===== src/rtl/vec_irq_pkg.sv =====
package vec_irq_pkg;

   // Outcome of the priority search over the acknowledge-handled bits
   typedef enum logic [1:0] {
      HIT_NONE = 2'd0,
      HIT_VBL  = 2'd1,
      HIT_DSP  = 2'd2,
      HIT_SCSI = 2'd3
   } hit_e;

   // Kind of storage a status bit uses
   typedef enum logic [1:0] {
      BIT_UNUSED = 2'd0,
      BIT_LEVEL  = 2'd1,
      BIT_STICKY = 2'd2
   } bit_kind_e;

   function automatic int count_ones32(input logic [31:0] v);
      int n;
      n = 0;
      for (int k = 0; k < 32; k++) n += int'(v[k]);
      return n;
   endfunction

endpackage


===== src/rtl/vec_irq_status_reg.sv =====
module vec_irq_status_reg #(
   parameter int                STAT_W      = 8,
   parameter logic [STAT_W-1:0] LEVEL_MASK  = '0,
   parameter logic [STAT_W-1:0] STICKY_MASK = '0
) (
   input  logic              clk,
   input  logic              rst_n,
   input  logic [STAT_W-1:0] req_i,
   input  logic [STAT_W-1:0] clr_i,
   output logic [STAT_W-1:0] status_o
);
   import vec_irq_pkg::*;

   for (genvar i = 0; i < STAT_W; i++) begin : g_bit
      localparam bit_kind_e KIND = LEVEL_MASK[i]  ? BIT_LEVEL  :
                                   STICKY_MASK[i] ? BIT_STICKY : BIT_UNUSED;
      if (KIND == BIT_LEVEL) begin : g_level
         // copies its source; acknowledge has no say
         logic unused_clr;
         assign unused_clr = clr_i[i];
         always_ff @(posedge clk or negedge rst_n) begin
            if (!rst_n) status_o[i] <= 1'b0;
            else        status_o[i] <= req_i[i];
         end
      end else if (KIND == BIT_STICKY) begin : g_sticky
         // set beats clear so a strobe in the acknowledge cycle survives
         always_ff @(posedge clk or negedge rst_n) begin
            if (!rst_n) status_o[i] <= 1'b0;
            else        status_o[i] <= req_i[i] | (status_o[i] & ~clr_i[i]);
         end
      end else begin : g_unused
         logic unused_in;
         assign unused_in   = req_i[i] | clr_i[i];
         assign status_o[i] = 1'b0;
      end
   end

endmodule


===== src/rtl/vec_irq_prio.sv =====
module vec_irq_prio #(
   parameter int STAT_W   = 8,
   parameter int SCSI_BIT = 7,
   parameter int DSP_BIT  = 4,
   parameter int VBL_BIT  = 5
) (
   input  logic [STAT_W-1:0]  status_i,
   output vec_irq_pkg::hit_e  hit_o
);
   import vec_irq_pkg::*;

   localparam logic [STAT_W-1:0] ONE       = STAT_W'(1);
   localparam logic [STAT_W-1:0] USED_MASK = (ONE << SCSI_BIT) | (ONE << DSP_BIT) | (ONE << VBL_BIT);

   logic unused_rest;
   assign unused_rest = |(status_i & ~USED_MASK);

   always_comb begin
      if (status_i[SCSI_BIT])     hit_o = HIT_SCSI;
      else if (status_i[DSP_BIT]) hit_o = HIT_DSP;
      else if (status_i[VBL_BIT]) hit_o = HIT_VBL;
      else                        hit_o = HIT_NONE;
   end

endmodule


===== src/rtl/vec_irq_vector.sv =====
module vec_irq_vector #(
   parameter int VEC_W    = 8,
   parameter int VEC_SCSI = 11,
   parameter int VEC_DSP  = 12,
   parameter int VEC_VBL  = 13,
   parameter int VEC_NONE = 0
) (
   input  logic              clk,
   input  logic              rst_n,
   input  logic              ack_i,
   input  vec_irq_pkg::hit_e hit_i,
   output logic [VEC_W-1:0]  vec_o,
   output logic              valid_o,
   output logic              err_o
);
   import vec_irq_pkg::*;

   logic [VEC_W-1:0] vec_next;

   always_comb begin
      unique case (hit_i)
         HIT_SCSI: vec_next = VEC_W'(VEC_SCSI);
         HIT_DSP:  vec_next = VEC_W'(VEC_DSP);
         HIT_VBL:  vec_next = VEC_W'(VEC_VBL);
         default:  vec_next = VEC_W'(VEC_NONE);
      endcase
   end

   always_ff @(posedge clk or negedge rst_n) begin
      if (!rst_n) begin
         vec_o   <= '0;
         valid_o <= 1'b0;
         err_o   <= 1'b0;
      end else begin
         valid_o <= ack_i;
         err_o   <= ack_i && (hit_i == HIT_NONE);
         if (ack_i) vec_o <= vec_next;
      end
   end

endmodule


===== src/rtl/vec_irq_ctrl.sv =====
module vec_irq_ctrl #(
   parameter int STAT_W   = 8,
   parameter int VEC_W    = 8,
   parameter int RTC_BIT  = 1,
   parameter int UART_BIT = 2,
   parameter int DSP_BIT  = 4,
   parameter int VBL_BIT  = 5,
   parameter int SCSI_BIT = 7,
   parameter int VEC_SCSI = 11,
   parameter int VEC_DSP  = 12,
   parameter int VEC_VBL  = 13,
   parameter int VEC_NONE = 0
) (
   input  logic              clk,
   input  logic              rst_n,
   input  logic              rtc_lvl_i,
   input  logic              uart_lvl_i,
   input  logic              scsi_lvl_i,
   input  logic              dsp_set_i,
   input  logic              vbl_set_i,
   input  logic              ack_i,
   output logic              irq_o,
   output logic [STAT_W-1:0] status_o,
   output logic              vec_valid_o,
   output logic [VEC_W-1:0]  vec_o,
   output logic              ack_err_o
);
   import vec_irq_pkg::*;

   localparam logic [STAT_W-1:0] ONE         = STAT_W'(1);
   localparam logic [STAT_W-1:0] LEVEL_MASK  = (ONE << RTC_BIT) | (ONE << UART_BIT) | (ONE << SCSI_BIT);
   localparam logic [STAT_W-1:0] STICKY_MASK = (ONE << DSP_BIT) | (ONE << VBL_BIT);
   localparam int                VEC_LIMIT   = 1 << VEC_W;

   // elaboration-time parameter checks
   if (STAT_W < 1 || STAT_W > 32) begin : g_bad_stat_w
      $error("STAT_W must lie in 1..32");
   end
   if (VEC_W < 1 || VEC_W > 16) begin : g_bad_vec_w
      $error("VEC_W must lie in 1..16");
   end
   if (RTC_BIT >= STAT_W || UART_BIT >= STAT_W || DSP_BIT >= STAT_W ||
       VBL_BIT >= STAT_W || SCSI_BIT >= STAT_W) begin : g_bad_pos
      $error("a source bit position lies outside the status register");
   end
   if (count_ones32(32'(LEVEL_MASK | STICKY_MASK)) != 5 ||
       (LEVEL_MASK & STICKY_MASK) != '0) begin : g_bad_overlap
      $error("source bit positions must be distinct");
   end
   if (VEC_SCSI >= VEC_LIMIT || VEC_DSP >= VEC_LIMIT ||
       VEC_VBL >= VEC_LIMIT || VEC_NONE >= VEC_LIMIT) begin : g_bad_vec
      $error("a vector value does not fit in VEC_W bits");
   end

   logic [STAT_W-1:0] req;
   logic [STAT_W-1:0] clr;
   hit_e              hit;

   always_comb begin
      req           = '0;
      req[RTC_BIT]  = rtc_lvl_i;
      req[UART_BIT] = uart_lvl_i;
      req[SCSI_BIT] = scsi_lvl_i;
      req[DSP_BIT]  = dsp_set_i;
      req[VBL_BIT]  = vbl_set_i;
   end

   always_comb begin
      clr = '0;
      if (ack_i) begin
         unique case (hit)
            HIT_DSP: clr[DSP_BIT] = 1'b1;
            HIT_VBL: clr[VBL_BIT] = 1'b1;
            default: clr = '0;
         endcase
      end
   end

   vec_irq_status_reg #(
      .STAT_W      (STAT_W),
      .LEVEL_MASK  (LEVEL_MASK),
      .STICKY_MASK (STICKY_MASK)
   ) u_status (
      .clk      (clk),
      .rst_n    (rst_n),
      .req_i    (req),
      .clr_i    (clr),
      .status_o (status_o)
   );

   vec_irq_prio #(
      .STAT_W   (STAT_W),
      .SCSI_BIT (SCSI_BIT),
      .DSP_BIT  (DSP_BIT),
      .VBL_BIT  (VBL_BIT)
   ) u_prio (
      .status_i (status_o),
      .hit_o    (hit)
   );

   vec_irq_vector #(
      .VEC_W    (VEC_W),
      .VEC_SCSI (VEC_SCSI),
      .VEC_DSP  (VEC_DSP),
      .VEC_VBL  (VEC_VBL),
      .VEC_NONE (VEC_NONE)
   ) u_vector (
      .clk     (clk),
      .rst_n   (rst_n),
      .ack_i   (ack_i),
      .hit_i   (hit),
      .vec_o   (vec_o),
      .valid_o (vec_valid_o),
      .err_o   (ack_err_o)
   );

   assign irq_o = |status_o;

endmodule


===== config.mk =====
export PLATFORM = sky130hd
export DESIGN_NAME = vec_irq_ctrl
export DESIGN_NICKNAME = d
export VERILOG_FILES = /design/src/rtl/vec_irq_pkg.sv /design/src/rtl/vec_irq_status_reg.sv /design/src/rtl/vec_irq_prio.sv /design/src/rtl/vec_irq_vector.sv /design/src/rtl/vec_irq_ctrl.sv
export SDC_FILE = /design/constraint.sdc
export NUM_CORES = 1
export LEC_CHECK = 0
export BUFFER_PORTS_ARGS = -buffer_cell sky130_fd_sc_hd__buf_4
export CAP_MARGIN = 20
export CORE_AREA = 4 4 41 43
export CTS_CLUSTER_SIZE = 28
export DETAILED_ROUTE_END_ITERATION = 7
export DIE_AREA = 0 0 45 47
export PLACE_DENSITY = 0.73
export SLEW_MARGIN = 25
export SYNTH_ARGS = -nofsm -noshare
export SYNTH_HDL_FRONTEND = slang
export SYNTH_SLANG_ARGS = --single-unit

===== constraint.sdc =====
create_clock -name clk -period 1.5 [get_ports clk]
set_input_delay 0.075 -clock clk [delete_from_list [all_inputs] [get_ports clk]]
set_output_delay 0.075 -clock clk [all_outputs]
set_load 0.05 [all_outputs]

# Word-level counts from Yosys, hierarchy flattened
# Index checks and enable logic that the tools add are counted.
[classes] order_cmp=0 eq_ne=3 reduce_logical=3 addsub=0 bitwise=6 n_div=0 mux=7 shift=0 multipliers=0
[op_table] cell="4-bit one-hot mux with 3 select lines" n=1
[op_table] cell="6-bit 2-to-1 mux" n=1
[op_table] cell="5-bit OR reduction" n=1
[op_table] cell="2-bit == test (second input constant)" n=2
[op_table] cell="2-bit 2-to-1 mux" n=2
[op_table] cell="1-bit 2-to-1 mux" n=3
[op_table] cell="1-bit AND" n=2
[op_table] cell="2-bit by 1-bit == test with 1-bit output (second input constant)" n=1
[op_table] cell="2-bit logical NOT" n=1
[op_table] cell="1-bit NOT" n=2
[op_table] cell="1-bit bitwise OR" n=2
[op_table] cell="1-bit logical AND" n=1
[word_totals] out_inout_bits=19 mem_bits_rw=0 inputBits=8 latchBits=0 memories=0 reg_bits=15 romBits=0

# Logic depth before layout (Yosys ltp)
[logic_depth] depth_word=9 ltp_mapped=5 ltp_nobuf=5

# Modules after synthesis
# Synthesis repeated with hierarchy kept, for this count alone.
[unflattened] cells_unflattened=47 hier_area_um2=513.0
[by_module_without_submodules] module="vec_irq_vector" area_per_inst_um2=285.3 seq_area_each_um2=150.1 n_inst=1 cells_each=24
[by_module_without_submodules] module="vec_irq_status_reg" area_per_inst_um2=173.9 seq_area_each_um2=125.1 n_inst=1 cells_each=13
[by_module_without_submodules] module="vec_irq_ctrl" area_per_inst_um2=36.3 seq_area_each_um2=0.0 n_inst=1 cells_each=7
[by_module_without_submodules] module="vec_irq_prio" area_per_inst_um2=17.5 seq_area_each_um2=0.0 n_inst=1 cells_each=3

# Worst setup path before layout
# OpenSTA, ideal clock, no wires.
[synth_path] kind="register to output" from="reg u_status.status_o[4]" to="out irq_o" path_buffers=0 slack_ps=-126 arrival_time_ps=1551 required_time_ps=1425 path_stages_with_launch=3 cell_sequence="dfrtp_1 -> or2_4 -> or4_1"
[synth_via] elab_chain_cells=1
[synth_lines] item="from (decl)" line_no="vec_irq_status_reg.sv:10" source="output logic [STAT_W-1:0] status_o"
[synth_lines] item="from (signal, indexed assignment)" line_no="vec_irq_status_reg.sv:29" source="else status_o[i] <= req_i[i] | (status_o[i] & ~clr_i[i]);"
[synth_lines] item="5-bit OR reduction" line_no="vec_irq_ctrl.sv:117" source="assign irq_o = |status_o;"
[synth_lines] item="to (decl)" line_no="vec_irq_ctrl.sv:22" source="output logic irq_o,"
# No other way between the ends.

# Worst setup path after layout
# Same ends and word-level chain as after synthesis.

==> metrics.cfg <==
[detailed_routing]
routed_wl_um = 969
wl_per_cell_um = 10.6
first_pass_iters = 4
drtAntennaViolNets = 0
drc = 0
vias_per_cell = 4.34
drt_iter0_markers = 3
vias = 395

[sta]
min_period_ns = 1.56
grt_setup_unrepaired = true
drv_slew = 0
finalCritPeriodShare_pct = 104
finalSetupViolCount = 1
fin_tns_setup_ns = -0.0574
max_freq_mhz = 642
timing.final.ws_setup_ns = -0.0574
skew_ns = 0.00452
hold_viol = 0

[critical_path]
start_kind = register
cp_num_buf_inv = 1
path_delay_family = simple AND/OR/NAND/NOR gates
crit_chain = or2_4 -> or4_4 -> buf_8
crit_path_end_kind = output port
critPathMaxStageDelay_ns = 0.42
critPathSlowestCell = or4_4
required_ns = 1.42
cp_max_fo = 2
arrival_ns = 1.48
crit_type = register to output port

[synthesis]
synthTopCellsByArea = dfrtp_1, buf_4, ha_1, mux2i_1, inv_1
synth.distinct_cells = 17
syn-instance-count = 43
syn-cell-area_um2 = 505
synth_area_per_cell_um2 = 11.8
synth_top_area_share_pct = 54.5
seq_area_frac_synth_pct = 54.5
synth_top_area_cell = dfrtp_1
ys_ff_latch = 11
yosysWarnings = 0

[power_and_ir_drop]
combPwrFrac_pct = 30.9
switching_share_pct = 34.5
p_seq_share_pct = 42.9
p_per_area_nw_per_um2 = 972
total_power_uw = 765
clock_power_share_pct = 26.1
switchingPower_uw = 264
peakVddDrop_mv = 0.499
p_int_uw = 501
p_leak_uw = 0.000419

[clock_network]
cts_tree = yes
h-tree-depth = 1
clock_sinks = 11
cts_buffers = 3
clk_latency_ns = 0.26
ctsRootBufferMaster = clkbuf_4
clkTransAtPathRegs_ns = 0.07
cts_buffer_depth = 2

[final_layout]
instances_no_fill = 91
syn_to_final_growth_pct = 55.7
fillers = 115
mostFrequentLayoutCells = buf_4, dfrtp_1, conb_1, dlygate4sd3_1
layout_commonest_cell = buf_4
fin_util_pct = 60.5
fin_nets = 89
stdcell_area_um2 = 787
layout-drive-gt1-share_pct = 43.4
antenna_cells = 0

[grt]
grt_antenna_before_repair = 0
grt.met1_usage_pct = 12.2
grt_pass1_vias = 366
track_usage_pct = 10.1
top_usage_layer = met2
grt_pass1_wl_um = 1450
met3_usage_pct = 3.07
grt_max_degree = 12
grt-ovfl-total = 0
grt_use_met2_pct = 14.7

[die]
die_h_um = 47
initial_utilization_pct = 38.8
fp-row-count = 13
coreArea_um2 = 1300
die_x_um = 45
die_area_um2 = 2120
pin_count = 27

[placed_design]
finalWeightedCongestion = 0.688
hpwl_um = 667
port_buffers = 19
dpl.cell_count = 75
dpl_cell_area_um2 = 636

[outcome]
violations = negative setup slack
status = complete, but fails checks

[job]
cap_violations = 0

[worst_hold_path]
min_path_type = input pin to async pin

-- power groups by stage --
stage                     Sequential (uW)  Clock, uW  Combinational [uW]
after floorplan                       409          0                84.8
after global placement                334          0                 206
after detailed placement              335          0                 205
after CTS                             328        208                 228
after global routing                  332        222                 250
final                                 329        200                 237
-- cell type report --
type	instances	area [um^2]	share of cell area (%)
flip-flops and latches	11	275	35.0
multi-input cells	26	194	24.6
inverters	4	15.0	1.91
well taps	15	18.8	2.38
repair buffers	31	258	32.8
clock buffers	4	26.3	3.34
-- kinds of logic (layout without fill, tap and decap cells) --
logic type | after synthesis | count (layout) | synth area share, %
other cells | 1 | 7 | 0.742
compound gates | 3 | 3 | 4.46
mux | 3 | 3 | 6.19
fa+ha+maj | 4 | 4 | 9.90
flops | 11 | 11 | 54.5
buf+inv | 12 | 39 | 14.4
simple gates | 9 | 9 | 9.90
-- final timing paths --
| path | slack [ns] | start | cells past startpoint | end |
|---|---|---|---|---|
| hold / removal | 0.17 | rst_n | 2 | u_vector.valid_o |
| setup / recovery | -0.06 | u_status.status_o[4] | 3 | irq_o |
| hold reg to reg | 0.51 | u_vector.vec_o[1] | 1 | u_vector.vec_o[1] |
| setup reg to reg | 0.08 | u_status.status_o[4] | 6 | u_vector.vec_o[2] |
| min in group clk | 0.46 | rtc_lvl_i | 2 | u_status.status_o[1] |
| max in group asynchronous | 1.18 | rst_n | 2 | u_vector.vec_o[0] |
-- state kept, by name, indices dropped and copies added (netlist names) --
register / cells
u_vector.valid_o: 1
u_status.status_o: 5
u_vector.err_o: 1
u_vector.vec_o: 4
-- cell usage after synthesis --
master and number:
nand2b_1 1, mux2i_1 2, nand2_1 3, ha_1 4, a21o_2 1, dfrtp_1 11
a21o_1 1, or2_4 1, buf_4 7, buf_2 1, and2_1 2, inv_1 4
or4_1 1, conb_1 1, mux2_2 1, a31oi_1 1, nor2_1 1
-- repair_timing --
item                                   in CTS  in global routing
endpoints found under the hold margin      17                  0
setup endpoints to repair                   1                  1
resized for setup                           2                  2
hold buffers                                7                  0
buffers inserted                            3                  2
pin swaps                                   1                  1
-- layer usage --
layer	wire, um	up-vias	part of all wire, %
li1	-	187	-
met5	0	-	0
met4	6	0	0.62
met2	452	21	47
met1	403	185	42
met3	107	2	11
-- per-stage QoR --
stage	worst slack [ns]	hold WS (ns)
final	-0.0574	0.170
after global routing	-0.102	0.188
after CTS	-0.0702	0.169
after detailed placement	0.158	-0.0838
after global placement	0.174	-0.0847
after floorplan	0.00489	-0.221
No activity file was read; power rests on OpenSTA's default activity.
